==> config.mk <==
export PLATFORM = sky130hd
export DESIGN_NAME = ordchk_ctrl
export DESIGN_NICKNAME = d
export VERILOG_FILES = /design/src/rtl/ordchk_pkg.sv /design/src/rtl/ordchk_ctrl.sv
export SDC_FILE = /design/constraint.sdc
export NUM_CORES = 1
export LEC_CHECK = 0
export BUFFER_PORTS_ARGS = -buffer_cell sky130_fd_sc_hd__clkbuf_2
export CAP_MARGIN = 20
export CORE_MARGIN = 2
export CORE_UTILIZATION = 50
export DETAILED_ROUTE_END_ITERATION = 7
export HOLD_SLACK_MARGIN = 0.02
export PLACE_DENSITY = 0.76
export SETUP_SLACK_MARGIN = 0.2
export SLEW_MARGIN = 40
export SYNTH_ARGS = -nofsm -noshare
export SYNTH_HDL_FRONTEND = slang
export SYNTH_SLANG_ARGS = --single-unit
==> constraint.sdc <==
create_clock -name clk -period 6.7 [get_ports clk]
set_input_delay 0.335 -clock clk [delete_from_list [all_inputs] [get_ports clk]]
set_output_delay 0.335 -clock clk [all_outputs]
set_load 0.05 [all_outputs]
==> src/rtl/ordchk_pkg.sv <==
package ordchk_pkg;

  typedef enum logic [1:0] {
    ERR_NONE   = 2'd0,
    ERR_DUP    = 2'd1,
    ERR_WINDOW = 2'd2,
    ERR_RB_LOW = 2'd3
  } errCode_e;

  // strobes from the decision logic to the tracking window
  typedef struct packed {
    logic rbApply;    // rollback at or above base: clear upper entries
    logic anyAccept;  // at least one packet marks the window
  } winStrobe_t;

endpackage

==> src/rtl/ordchk_ctrl.sv <==
module ordchk_ctrl
  import ordchk_pkg::*;
#(
  parameter int NRET    = 2,
  parameter int ORDER_W = 64,
  parameter int WINDOW  = 16
) (
  input  logic                    clk,
  input  logic                    rst_n,
  input  logic [NRET-1:0]         retValid,
  input  logic [NRET*ORDER_W-1:0] retOrder,
  input  logic                    rbValid,
  input  logic [ORDER_W-1:0]      rbOrder,
  input  logic [ORDER_W-1:0]      base,
  input  logic [WINDOW-1:0]       keptMap,
  output winStrobe_t              strb,
  output logic [NRET-1:0]         acceptVec,
  output logic                    errFlag,
  output errCode_e                errCode
);

  localparam int IDX_W = (WINDOW > 1) ? $clog2(WINDOW) : 1;

  logic     anyDup;
  logic     anyOver;
  logic     rbLow;
  errCode_e cycCode;

  always_comb begin
    logic [WINDOW-1:0]  taken;
    logic [ORDER_W-1:0] ord;
    logic [ORDER_W-1:0] diff;
    logic               below;
    logic               over;
    taken     = keptMap;
    acceptVec = '0;
    anyDup    = 1'b0;
    anyOver   = 1'b0;
    for (int c = 0; c < NRET; c++) begin
      ord   = retOrder[c*ORDER_W +: ORDER_W];
      diff  = ord - base;
      below = ord < base;
      over  = !below && (diff >= ORDER_W'(WINDOW));
      if (retValid[c]) begin
        if (below)                         anyDup  = 1'b1;
        else if (over)                     anyOver = 1'b1;
        else if (taken[IDX_W'(diff)])      anyDup  = 1'b1;
        else begin
          acceptVec[c]        = 1'b1;
          taken[IDX_W'(diff)] = 1'b1;
        end
      end
    end
    rbLow          = rbValid && (rbOrder < base);
    strb.rbApply   = rbValid && !rbLow;
    strb.anyAccept = |acceptVec;
    if (rbLow)        cycCode = ERR_RB_LOW;
    else if (anyDup)  cycCode = ERR_DUP;
    else if (anyOver) cycCode = ERR_WINDOW;
    else              cycCode = ERR_NONE;
  end

  always_ff @(posedge clk or negedge rst_n) begin
    if (!rst_n) begin
      errFlag <= 1'b0;
      errCode <= ERR_NONE;
    end else if (!errFlag && (cycCode != ERR_NONE)) begin
      errFlag <= 1'b1;
      errCode <= cycCode;
    end
  end

  // flag is sticky
  a_r10_flag_sticky: assert property (@(posedge clk) disable iff (!rst_n)
    errFlag |=> errFlag);

  // first cause is kept
  a_r10_code_hold: assert property (@(posedge clk) disable iff (!rst_n)
    errFlag |=> $stable(errCode));

  // no cause without the flag
  a_r1_code_clear: assert property (@(posedge clk) disable iff (!rst_n)
    !errFlag |-> (errCode == ERR_NONE));

  // low rollback always ends in an error
  a_r9_rb_low_flags: assert property (@(posedge clk) disable iff (!rst_n)
    (rbValid && (rbOrder < base)) |=> errFlag);

  for (genvar g = 0; g < NRET; g++) begin : g_chan
    // far index always ends in an error
    a_r6_far_flags: assert property (@(posedge clk) disable iff (!rst_n)
      (retValid[g] && (retOrder[g*ORDER_W +: ORDER_W] >= base + ORDER_W'(WINDOW)))
        |=> errFlag);
    // index below base always ends in an error
    a_r5_below_flags: assert property (@(posedge clk) disable iff (!rst_n)
      (retValid[g] && (retOrder[g*ORDER_W +: ORDER_W] < base)) |=> errFlag);
  end

endmodule

**Yosys cells after proc, flatten, opt, wreduce, memory -nomap -nowiden**

Cells that the tools add are included.
W data, S select, Z words.

- Reduce and logical (&&, ||, !) cells: 12
- Bitwise logic cells: 1
- $lt $le $gt $ge: 8
- Add/sub/neg operators: 2
- Mux-type cells: 35

Operators by type and width:

| cell | count |
|---|---|
| $lt A64 B64 Y1 | 3 |
| $ge A64 B5 Y1 const B | 2 |
| $sub A64 B64 Y64 | 2 |
| $mux W16 | 4 |
| $mux W1 | 25 |
| $or A16 B16 Y16 | 1 |
| $lt A4 B5 Y1 const B | 2 |
| $bmux W1 S4 | 2 |
| $logic_and A1 B1 Y1 | 6 |
| $mux W2 | 3 |
| $demux W1 S4 | 1 |
| $ge A4 B1 Y1 const B | 1 |
| $logic_not A1 Y1 | 4 |
| $reduce_bool A2 Y1 | 1 |
| $reduce_or A2 Y1 | 1 |

- Register bits: 3

**Longest topological paths before layout**

Gate-level depths: netlist of the first run.

- Word-level depth: 20
- Gate-level depth with buffers: 17

**Least setup slack after synthesis of the first run**

No wires, ideal clock.

- Kind: in2out
- Start: input port base[19]
- End: output port strb[0] in the netlist's numbering
- Data required time: 6.365 ns
- Path slack: 1.457 ns
- Path buffers: 1
- Stages on the path: 17
- Arrival: 4.908 ns
- Cell sequence: inv_1 ha_1 buf_2 nand4_1 or3_1 o22a_1 nand4_2 a41oi_2 o21ai_1 xor2_1 or4_4 a2111oi_4 nand3_2 nor4_4 o21ai_0 and3_1 or2_1

RTL lines:

| element | RTL line | RTL |
|---|---|---|
| start: declaration | ordchk_ctrl.sv:14 | `input logic [ORDER_W-1:0] base,` |
| end: declaration | ordchk_ctrl.sv:16 | `output winStrobe_t strb,` |

==> summary.md, run 1 <==
| Metric | Value |
|---|---|
| Standard-cell rows | 55 |
| Time the worst path needs with I/O delays and setup | 5.64 ns |
| Post-cts sizing count | 0 |
| Clock root buffer | sky130_fd_sc_hd__clkbuf_16 |
| Transition time at the pin with the least slew margin | roughly 0.88 ns |
| Number of buffers on the longest clock path | 2 |
| Maximum cell stage delay along the critical path | 0.60 ns |
| Antenna violations before repair | 2 |
| Average cell area after synthesis | 6.65 um^2 |
| Async S/R FF share, synth | 100% |
| DRC violations left | 0 |
| Register-to-register path setup slack | 5.78 ns |
| DRT iter0 DRCs | 1990 |
| Most common cell type on the critical path | sky130_fd_sc_hd__clkbuf_2 |
| Vias post-DR | 15700 |
| Largest area contributor in the synthesized netlist | sky130_fd_sc_hd__ha_1 |
| Worst-path maximum fanout | 6 |
| Slowest library cell on the worst path | sky130_fd_sc_hd__or4_4 |
| Number of H-tree levels | 1 |
| Die outline area | 24600 um^2 |
| Global route overflow | 0 |
| Mux share of post-synthesis cell area | 2.89% |
| Clock-pin slew of the registers on the worst-case setup and hold paths | 0.03 ns |
| Data arrival time of the critical path | roughly 5.3 ns |
| Simple-gate portion of the synthesized area | 26.5% |
| Area fraction of the dominant cell type after synthesis | 20.5% |
| Maximum clock frequency | ~0.18 GHz |
| Fraction of layout instances using a drive strength above 1 | 17.1% |
| Setup fix buffers added after clock tree synthesis | 0 |
| Largest net degree at the start of global routing | 20 |
| Kind of cell with the highest combined delay on the critical path | simple AND/OR/NAND/NOR gates |
| Post-Route Setup TNS | 0 ns |
| Synthesis warning total | 0 |
| Vias in the first global route | 14500 |
| Power per cell area | roughly 110 nW/um^2 |
| Critical Path End Type | primary output |
| Fill cell total of the finished layout | around 2300 |
| Number of clock buffers inserted by TritonCTS | 3 |
| Cell area after synthesis | 11700 um^2 |
| Half-perimeter wire length after placement | 48100 um |
| Height of the die | 157 um |
| Count of final hold-check violations | 0 |
| Worst-case clock skew | 0.00000577 ns |
| Count of flip-flops with a built-in enable after synthesis | 0 |
| Worst slew slack as a fraction of its limit | 40.7% |
| Later-pin clock latency in the skew report | around 0.23 ns |
| Number of buffer cells added on primary ports | between 200 and 300 |
| Launch instance of the worst register-to-register path | errCode[1]$_DFFE_PN0P_ |
| Number of inserted diodes | 0 |
| Setup violation total in the final timing report | 0 |
| GP Congestion | 1.11 |
| Initial DRT Pass Iterations | 6 |
| Count of non-filler cells in the finished layout | roughly 2300 |
| Arithmetic-cell share of the synthesized area counting full adders, half adders and majority gates | 20.8% |
| Count of different cell masters after synthesis | between 90 and 100 |
| Reg2reg end | errCode[1]$_DFFE_PN0P_ |
| Placeable core region | 22800 um^2 |
| Portion of the clock cycle consumed by the worst path in the final layout | a little over four fifths |
| Ranking of synthesized cells by instance count | sky130_fd_sc_hd__a21oi_1 (200), sky130_fd_sc_hd__ha_1 (191), sky130_fd_sc_hd__nand2_1 (184), sky130_fd_sc_hd__nor2_1 (122), sky130_fd_sc_hd__o21ai_0 (114) |
| Buffers plus inverters on the worst setup path | 3 |
| Syn Nets | roughly 2200 |
| Startpoint kind of the worst setup timing path | input port |
| Maximum VDD drop | 0.180 mV |
| Die X-Extent | between 150 and 200 um |
| Synth Area in Compound Gates | 37.9% |
| Share of the yosys chip area belonging to registers | 0.644% |
| Count of clock tree sinks | 3 |
| CTS tree | built |
| Number of storage elements in the synthesis netlist | 3 |
| Final wirelength | around 55000 um |
| Worst EP required | 6.36 ns |
| Path category of the worst min-delay check | in -> async |
| Most common flop cell mapped by yosys | sky130_fd_sc_hd__dfrtp_1 |
| Hold buffers post-CTS | 1 |
| Classification of the worst setup path | in -> out |
| RSZ-0062 raised after global routing | false |
| Global router's overall resource usage | 43.6% |
| Effective utilization at floorplan | 51.2% |
| Cell count of the worst reg-to-reg path | 3 |
| Combinational family with the most area after synthesis | compound AO/OA/AOI/OAI gates |
| Top area cells in the synthesized netlist | sky130_fd_sc_hd__ha_1 (21%), sky130_fd_sc_hd__a21oi_1 (8.6%), sky130_fd_sc_hd__nand2_1 (5.9%) |
| Cell count after synthesis | 1754 |
| Drt via density | 6.86 |
| Per-cell routed wire length | 24.3 um |
| Number of max-slew violations in the final report | 0 |
| CP cell instances | clkbuf_2 > inv_1 > ha_1 > fa_1 > and2b_1 > o31ai_1 > a311o_1 > o21a_1 > or4_4 > o211ai_2 > a2111oi_0 > nor4_1 > o311ai_0 > nand4bb_1 > nor3_1 > and3_1 > or2_1 > clkbuf_2 |
| Placed instance count | 2277 |
| Relative area change from synthesis to final layout | 13.5% |
| Layout Nets | ~2400 |
| Leakage dissipation | slightly above 6 nW |
| Count of nets left with antenna violations after detail routing | 0 |
| Cell with the most instances after synthesis | sky130_fd_sc_hd__a21oi_1 |
| Xor/xnor share of the synthesized area | 5.03% |
| Max capacitance violation total | 0 |
| Io pins | 284 |
| Run status | finished clean |
| First-pass GRT wire length | 83200 um |
[worst max-delay path by stage]
stage,from,endpoint,slack (ns),depth (start not counted)
final,retOrder[64],strb[0],1.06,18
after CTS,base[26],strb[0],1.21,18
after global routing,base[15],strb[0],0.79,18
after global placement,base[24],strb[0],1.27,18
after detailed placement,base[26],strb[0],1.22,18
after floorplan,base[19],strb[0],1.46,17
[cell type report]
type	instances	area (um^2)	share of cell area, %
well taps	313	392	2.96
clock buffers	4	78.8	0.596
flip-flops and latches	3	75.1	0.567
inverters	104	390	2.95
repair buffers	285	1430	10.8
multi-input cells	1573	10900	82.1
[where the power goes]
group	internal (mW)	total [mW]	switching, mW
clock network	0.0787	0.0970	0.0183
logic	0.498	1.38	0.887
registers	0.0201	0.0215	0.00143
total	0.596	1.50	0.907
[sequential cells by signal, summed over array words and instances, names as in the netlist]
name	flops
errCode	2
errFlag	1
[cells by family (layout without fill, tap and decap cells)]
| logic type | count (synthesis) | in the layout |
|---|---|---|
| AO/OA/AOI/OAI | 672 | 672 |
| XOR/XNOR | 67 | 67 |
| adder cells (fa/ha/maj) | 193 | 193 |
| buffers and inverters | 178 | 393 |
| flip-flops | 3 | 3 |
| multiplexers | 26 | 26 |
| AND/OR/NAND/NOR | 615 | 615 |
[through the flow]
stage                     power (mW)  instance area (um^2)  hold slack (ns)  utilization [%]  setup slack, ns
after floorplan                0.911                 11700           0.0394                -             1.46
after global placement          1.33                 13100            0.131             57.7             1.27
after detailed placement        1.34                 13100            0.134             57.7             1.22
after CTS                       1.45                 13200            0.445             58.1             1.21
after global routing            1.60                 13200            0.457             58.1            0.795
final                           1.50                 13200            0.457             58.1             1.06
[metal layers]
layer  share of wire, %  track usage (%)  wire [um]
met1                 40             56.6      22100
met2                 43             70.3      23800
met3                 11             6.54       6130
met4                6.1             21.8       3400
met5              0.023                0         13
[cell usage in the layout, fill, tap and decap left out, types with 18 or more instances in the layout]
cell type | netlist | layout
sky130_fd_sc_hd__nor4_1 | 27 | 27
sky130_fd_sc_hd__a211oi_1 | 25 | 25
sky130_fd_sc_hd__nand2b_1 | 26 | 26
sky130_fd_sc_hd__nor2b_1 | 22 | 22
sky130_fd_sc_hd__o21a_1 | 36 | 36
sky130_fd_sc_hd__nand3_1 | 41 | 41
sky130_fd_sc_hd__o21ai_1 | 20 | 20
sky130_fd_sc_hd__ha_1 | 191 | 191
sky130_fd_sc_hd__nand2_1 | 184 | 184
sky130_fd_sc_hd__o21ai_0 | 114 | 114
sky130_fd_sc_hd__clkbuf_2 | 0 | 283
sky130_fd_sc_hd__a31oi_1 | 18 | 18
sky130_fd_sc_hd__a21oi_1 | 200 | 200
sky130_fd_sc_hd__inv_1 | 104 | 104
sky130_fd_sc_hd__xnor2_1 | 35 | 35
sky130_fd_sc_hd__xor2_1 | 32 | 32
sky130_fd_sc_hd__nor2_1 | 122 | 122
sky130_fd_sc_hd__nand4_1 | 63 | 63
sky130_fd_sc_hd__a21o_1 | 60 | 60
sky130_fd_sc_hd__nor3_1 | 47 | 47
sky130_fd_sc_hd__o211ai_1 | 25 | 25
(Power assumes the default switching activity.)
==> run 2, diff against run 1 <==
--- a/config.mk
+++ b/config.mk
@@ -5,13 +5,14 @@
 export SDC_FILE = /design/constraint.sdc
 export NUM_CORES = 1
 export LEC_CHECK = 0
+export ABC_AREA = 1
 export BUFFER_PORTS_ARGS = -buffer_cell sky130_fd_sc_hd__clkbuf_2
 export CAP_MARGIN = 20
 export CORE_MARGIN = 2
 export CORE_UTILIZATION = 50
 export DETAILED_ROUTE_END_ITERATION = 7
 export HOLD_SLACK_MARGIN = 0.02
-export PLACE_DENSITY = 0.76
+export PLACE_DENSITY = 0.78
 export SETUP_SLACK_MARGIN = 0.2
 export SLEW_MARGIN = 40
 export SYNTH_ARGS = -nofsm -noshare
==> constraint.sdc (replaced) <==
create_clock -name clk -period 5.1 [get_ports clk]
set_input_delay 0.255 -clock clk [delete_from_list [all_inputs] [get_ports clk]]
set_output_delay 0.255 -clock clk [all_outputs]
set_load 0.05 [all_outputs]
==> run 2 against run 1 <==
Against the previous run:
- clock power grew 35%
- critical path depth grew 7
- non-clock buffer count grew 7
- sequential power grew 12%
- first-iteration DRC count shrank 21%
- sequential share of layout area shrank 0.061 points
- worst hold slack lost 0.097 ns
- clock skew grew 0.0024 ns
- largest power group unchanged
==> summary.md, run 2 <==
| Metric | Value |
|---|---|
| Critical Path End Type | primary output |
| Final critical-path setup slack | ~0.47 ns |
| Most used cells in the layout excluding fill and tap cells | sky130_fd_sc_hd__nand2_1 (860), sky130_fd_sc_hd__inv_1 (528), sky130_fd_sc_hd__clkbuf_2 (283) |
| Clock-pin slew of the registers on the worst-case setup and hold paths | about 0.03 ns |
| Number of buffers on the longest clock path | 2 |
| Final wirelength | 52000 um |
| Layout Nets | about 3300 |
| Most common flop cell mapped by yosys | sky130_fd_sc_hd__dfrtp_1 |
| Cell area after synthesis | 12900 um^2 |
| Simple-gate portion of the synthesized area | roughly 44% |
| Xor/xnor share of the synthesized area | about 5.4% |
| Post-layout instance area | 14800 um^2 |
| Fill cell total of the finished layout | 2740 |
| Average cell area after synthesis | 5.09 um^2 |
| Register-to-register path setup slack | 4.32 ns |
| CTS tree | built |
| Antenna violations before repair | 0 |
| Count of flip-flops with a built-in enable after synthesis | 0 |
| Combinational family with the most area after synthesis | simple AND/OR/NAND/NOR gates |
| Transition time at the pin with the least slew margin | just over 0.7 ns |
| Reg2reg end | errCode[1]$_DFFE_PN0P_ |
| Top area cells in the synthesized netlist | sky130_fd_sc_hd__nand2_1 (25%), sky130_fd_sc_hd__ha_1 (19%), sky130_fd_sc_hd__inv_1 (15%) |
| Power per cell area | 126 nW/um^2 |
| Total power draw | 1.87 mW |
| Number of H-tree levels | 1 |
| Classification of the worst setup path | in -> out |
| Share of the yosys chip area belonging to registers | 0.584% |
| Commonest non-fill, non-tap cell in the layout | sky130_fd_sc_hd__nand2_1 |
| Per-cell routed wire length | 16.5 um |
| Global router's overall resource usage | 37.6% |
| Standard-cell rows | 58 |
| Time the worst path needs with I/O delays and setup | 4.63 ns |
| Worst-path maximum fanout | 3 |
| GP Congestion | about 1.1 |
| Cell with the most instances after synthesis | sky130_fd_sc_hd__nand2_1 |
| Worst EP required | approximately 4.9 ns |
| Number of max-slew violations in the final report | 0 |
| Count of clock tree sinks | 3 |
| Run status | finished clean |
| Number of inserted diodes | 0 |
| Global route overflow | 0 |
| Cell count after synthesis | roughly 2500 |
| Height of the die | approximately 160 um |
| Post-Route Setup TNS | 0 ns |
| Synth Area in Compound Gates | about 14% |
| Largest net degree at the start of global routing | 15 |
| Launch instance of the worst register-to-register path | errFlag$_DFFE_PN0P_ |
| Vias in the first global route | 16100 |
| DRT iter0 DRCs | 1577 |
| Number of buffer cells added on primary ports | 283 |
| Async S/R FF share, synth | 100% |
| Largest area contributor in the synthesized netlist | sky130_fd_sc_hd__nand2_1 |
| Placeable core region | 25300 um^2 |
| Number of storage elements in the synthesis netlist | 3 |
| Maximum VDD drop | 0.214 mV |
| Worst hold slack across all endpoints | roughly 0.36 ns |
| Startpoint kind of the worst setup timing path | input port |
| Portion of the clock cycle consumed by the worst path in the final layout | 90.8% |
| RSZ-0062 raised after global routing | false |
| Arithmetic-cell share of the synthesized area counting full adders, half adders and majority gates | 18.9% |
| Data arrival time of the critical path | around 4.4 ns |
| Effective utilization at floorplan | roughly half |
| Area after DPL | 14700 um^2 |
| Count of different cell masters after synthesis | 51 |
| Path category of the worst min-delay check | in -> async |
| Launch point of the worst path | retOrder[64] |
| Worst-case clock skew | between 0.002 and 0.0025 ns |
| Later-pin clock latency in the skew report | 0.23 ns |
| Register with the most flip-flops | errCode |
| Minimum setup slack after placement | 0.496 ns |
| Cell count of the worst reg-to-reg path | 4 |
| Syn Nets | 2998 |
| Max capacitance violation total | 0 |
| Clock root buffer | sky130_fd_sc_hd__clkbuf_16 |
| Maximum clock frequency | roughly 0.22 GHz |
| Number of clock buffers inserted by TritonCTS | 3 |
| Count of final hold-check violations | 0 |
| Half-perimeter wire length after placement | between 40000 and 50000 um |
| Worst slew slack as a fraction of its limit | a little over half |
| Mux share of post-synthesis cell area | 0% |
| Initial DRT Pass Iterations | 8 |
| Vias post-DR | between 15000 and 20000 |
| DRC violations left | 0 |
| Relative area change from synthesis to final layout | 15.2% |
| Die X-Extent | 164 um |
| Io pins | 284 |
| Largest registers | errCode x2, errFlag x1 |
| First-pass GRT wire length | 80400 um |
| Largest register FFs | 2 |
| Fraction of layout instances using a drive strength above 1 | 13.2% |
| Setup violation total in the final timing report | 0 |
| Area fraction of the dominant cell type after synthesis | 25.1% |
| Count of nets left with antenna violations after detail routing | 0 |
| Die outline area | 27000 um^2 |
| Drt via density | 5.42 |
| Synthesis warning total | 0 |
| Ranking of synthesized cells by instance count | sky130_fd_sc_hd__nand2_1 (860), sky130_fd_sc_hd__inv_1 (528), sky130_fd_sc_hd__nor2_1 (249), sky130_fd_sc_hd__ha_1 (191), sky130_fd_sc_hd__a21oi_1 (159) |
| Leakage dissipation | between 9 and 10 nW |
==> run 2: worst max-delay path by stage <==
stage,endpoint,slack [ns]
after floorplan,strb[0],0.66
after detailed placement,strb[0],0.50
after global routing,strb[0],0.23
after global placement,strb[0],0.51
final,strb[0],0.47
after CTS,strb[0],0.48
==> run 2: metal layers <==
| layer | part of all wire [%] | global-route usage, % | wire (um) |
|---|---|---|---|
| met1 | 43 | 49.4 | 22400 |
| met3 | 8.2 | 4.42 | 4240 |
| met4 | 3.5 | 12.4 | 1790 |
| met5 | 0 | 0 | 0 |
| met2 | 45 | 63.7 | 23600 |
==> run 2: critical path, cell delays in order <==
cell                       delay (ns)
sky130_fd_sc_hd__clkbuf_2        0.07
sky130_fd_sc_hd__inv_1           0.03
sky130_fd_sc_hd__ha_1            0.22
sky130_fd_sc_hd__fa_1            0.43
sky130_fd_sc_hd__inv_1           0.18
sky130_fd_sc_hd__nand3_1         0.13
sky130_fd_sc_hd__nor2_1          0.15
sky130_fd_sc_hd__nor2_2          0.09
sky130_fd_sc_hd__o21ai_1         0.22
sky130_fd_sc_hd__a21oi_1         0.19
sky130_fd_sc_hd__o21bai_2        0.24
sky130_fd_sc_hd__a21oi_1         0.15
sky130_fd_sc_hd__o21ai_1         0.34
sky130_fd_sc_hd__nand2_1         0.15
sky130_fd_sc_hd__nand2_1         0.09
sky130_fd_sc_hd__nand2_1         0.05
sky130_fd_sc_hd__nand2_1         0.05
sky130_fd_sc_hd__nand2_1         0.05
sky130_fd_sc_hd__nor2_1          0.11
sky130_fd_sc_hd__nand2_1         0.05
sky130_fd_sc_hd__nor2_1          0.11
sky130_fd_sc_hd__nand3_1         0.29
sky130_fd_sc_hd__nor3_1          0.31
sky130_fd_sc_hd__or2_1           0.13
sky130_fd_sc_hd__clkbuf_2        0.26
==> run 2: cells by family (layout without fill, tap and decap cells) <==
kind of cell               count (synthesis)  after routing
AOI/OAI and AO/OA                        325            325
DFF                                        3              3
xor gates and xnor gates                  80             80
and+or+nand+nor                         1362           1362
adders and majority gates                193            193
buffers and inverters                    565            857
==> run 2: layout make-up <==
type                    count  area (um^2)  share of cell area (%)
clock buffers               4         78.8                   0.532
inverters                 561         2110                    14.2
multi-input cells        1960        10700                    71.9
flip-flops and latches      3         75.1                   0.506
well taps                 330          413                    2.79
repair buffers            292         1490                    10.0
==> run 2: power by group <==
group | internal, mW | switching (mW)
Clock | 0.104 | 0.0272
Sequential | 0.0240 | 0
Combinational | 0.601 | 1.11
==> run 2: through the flow <==
| step | std cells | util (%) |
|---|---|---|
| global placement | 3139 | 58.2 |
| global route | 3150 | 58.7 |
| floorplan | 2528 | - |
| finish | 3150 | 58.7 |
| detailed placement | 3139 | 58.2 |
| CTS | 3144 | 58.5 |
==> run 2: what timing repair did <==
item / CTS / global route
setup endpoints to repair: 0 / 2
endpoints found under the hold margin: 3 / 0
gates resized for setup: 0 / 1
hold buffers: 1 / 0
buffers inserted: 0 / 6
==> run 3, diff against run 2 <==
--- a/config.mk
+++ b/config.mk
@@ -8,7 +8,8 @@
 export ABC_AREA = 1
 export BUFFER_PORTS_ARGS = -buffer_cell sky130_fd_sc_hd__clkbuf_2
 export CAP_MARGIN = 20
-export CORE_MARGIN = 2
+export CORE_ASPECT_RATIO = 1.1
+export CORE_MARGIN = 8
 export CORE_UTILIZATION = 50
 export DETAILED_ROUTE_END_ITERATION = 7
 export HOLD_SLACK_MARGIN = 0.02
==> run 3 against run 2 <==
Against the previous run:
- design area hardly changed
- clock power hardly changed
- wire length grew 10%
- clock skew is 0.0014 ns lower
- count of clock-buffer cells in the layout is the same
==> summary.md, run 3 (synthesized netlist as in run 2, its figures left out) <==
| Metric | Value |
|---|---|
| Worst slew slack as a fraction of its limit | 43.4% |
| Later-pin clock latency in the skew report | 0.23 ns |
| Drt via density | 5.40 |
| Number of max-slew violations in the final report | 0 |
| Post-layout instance area | 14800 um^2 |
| Total power draw | 1.88 mW |
| Register with the most flip-flops | errCode |
| Slowest library cell on the worst path | sky130_fd_sc_hd__fa_1 |
| Layout Nets | 3286 |
| Setup fix buffers added after clock tree synthesis | 0 |
| Global route overflow | 0 |
| Count of clock tree sinks | 3 |
| RSZ-0062 raised after global routing | false |
| CP cell instances | clkbuf_2 > ha_1 > fa_1 > inv_1 > nand3_1 > nor2_1 > nor2_2 > o21ai_1 > a21oi_1 > o21bai_1 > a21oi_1 > o21ai_1 > nand2_1 > nand2_1 > nand2_1 > nand2_1 > nand2_1 > nor2_1 > nand2_1 > nor2_1 > nand3_1 > nor3_4 > or2_1 > clkbuf_2 |
| Maximum clock frequency | 0.215 GHz |
| Power per cell area | approximately 130 nW/um^2 |
| Count of non-filler cells in the finished layout | roughly 3200 |
| Leakage dissipation | 9.21 nW |
| DRC violations left | 0 |
| Post-Route Setup TNS | 0 ns |
| Routed wire length on met3 | around 5500 um |
| Largest net degree at the start of global routing | 15 |
| Portion of the clock cycle consumed by the worst path in the final layout | about nine tenths |
| Met1 routed wirelength after detailed routing | 22500 um |
| First-pass GRT wire length | 86800 um |
| Fraction of layout instances using a drive strength above 1 | approximately an eighth |
| Highest signal layer in the routed design | met5 |
| Height of the die | ~180 um |
| Standard-cell rows | 61 |
| Time the worst path needs with I/O delays and setup | 4.66 ns |
| Register-to-register path setup slack | 4.31 ns |
| Number of inserted diodes | 0 |
| Buffers plus inverters on the worst setup path | 3 |
| Clock root buffer | sky130_fd_sc_hd__clkbuf_16 |
| Fill cell total of the finished layout | 2714 |
| Clock-pin slew of the registers on the worst-case setup and hold paths | 0.03 ns |
| Number of clock buffers inserted by TritonCTS | 3 |
| Post-layout util | 58.6% |
| DRT iter0 DRCs | 1517 |
| Transition time at the pin with the least slew margin | 0.836 ns |
| Maximum VDD drop | 0.136 mV |
| Worst-case clock skew | slightly below 0.001 ns |
| Global router's overall resource usage | about a third |
| Max capacitance violation total | 0 |
| Commonest non-fill, non-tap cell in the layout | sky130_fd_sc_hd__nand2_1 |
| Largest register FFs | 2 |
| Count of final hold-check violations | 0 |
| Half-perimeter wire length after placement | 51900 um |
| Die X-Extent | about 170 um |
| Placed instance count | 3155 |
| GP Congestion | 1.07 |
| Setup violation total in the final timing report | 0 |
| Worst EP required | 4.85 ns |
| Most used cells in the layout excluding fill and tap cells | sky130_fd_sc_hd__nand2_1 (860), sky130_fd_sc_hd__inv_1 (528), sky130_fd_sc_hd__clkbuf_2 (283) |
| Vias post-DR | 17100 |
| Run status | finished clean |
| Antenna violations before repair | 3 |
| Per-cell routed wire length | 18.1 um |
| Area after DPL | ~15000 um^2 |
| Worst hold slack across all endpoints | between 0.3 and 0.4 ns |
| Startpoint kind of the worst setup timing path | input port |
| Classification of the worst setup path | in -> out |
| Relative area change from synthesis to final layout | 15.1% |
| Final critical-path setup slack | 0.439 ns |
| Number of buffers on the longest clock path | 2 |
| Worst-path maximum fanout | 3 |
| Placeable core region | 25300 um^2 |
| Effective utilization at floorplan | 50.9% |
| Kind of cell with the highest combined delay on the critical path | simple AND/OR/NAND/NOR gates |
| Path category of the worst min-delay check | in -> async |
| Number of buffer cells added on primary ports | 283 |
| CTS tree | built |
| Io pins | 284 |
| Critical Path End Type | primary output |
| Final wirelength | 57300 um |
| Minimum setup slack after placement | 0.456 ns |
| Number of H-tree levels | 1 |
| Die outline area | 31100 um^2 |
| Most common cell type on the critical path | sky130_fd_sc_hd__nand2_1 |
| Data arrival time of the critical path | 4.41 ns |
| Count of nets left with antenna violations after detail routing | 0 |
| Maximum cell stage delay along the critical path | about 0.42 ns |
| WL met2 | ~25000 um |
| Initial DRT Pass Iterations | 6 |
| Vias in the first global route | 16200 |
| Largest registers | errCode x2, errFlag x1 |
[run 3: final cells by class]
| class | count | area (um^2) | area share [%] |
|---|---|---|---|
| multi-input cells | 1960 | 10700 | 72.1 |
| clock buffers | 4 | 78.8 | 0.532 |
| flip-flops and latches | 3 | 75.1 | 0.507 |
| repair buffers | 287 | 1450 | 9.77 |
| inverters | 561 | 2110 | 14.2 |
| well taps | 346 | 433 | 2.92 |
[run 3: final timing paths]
check,cells past startpoint,end,start
max,24,strb[0],base[0]
max in group asynchronous,2,errFlag$_DFFE_PN0P_,rst_n
max reg2reg,4,errCode[0]$_DFFE_PN0P_,errFlag$_DFFE_PN0P_
min in group clk,2,errCode[1]$_DFFE_PN0P_,errCode[1]$_DFFE_PN0P_
min reg2reg,2,errCode[1]$_DFFE_PN0P_,errCode[1]$_DFFE_PN0P_
min,2,errCode[0]$_DFFE_PN0P_,rst_n
[run 3: where the power goes]
group	internal (mW)	leakage (nW)	switching (mW)
Combinational	0.597	9.14	1.13
Clock	0.103	0.0382	0.0246
Sequential	0.0240	0.0367	0
Total	0.724	9.21	1.15
[run 3: worst reg2reg max path, delay by kind of cell, from the launching register on]
kind          cells  cell delay (ns)
buf+inv           1             0.12
simple gates      3             0.19
flops             1             0.37
[run 3: layer usage]
layer	up-vias	GRT usage, %
li1	8497	-
met1	7379	40.7
met2	1014	60.6
met3	187	5.50
met4	6	20.7
met5	-	0
[run 3: timing repair]
action | 4_1_cts | 5_1_grt
hold endpoints to repair | 3 | 0
resized for setup | 0 | 2
setup endpoints to repair | 0 | 2
hold buffers | 1 | 0
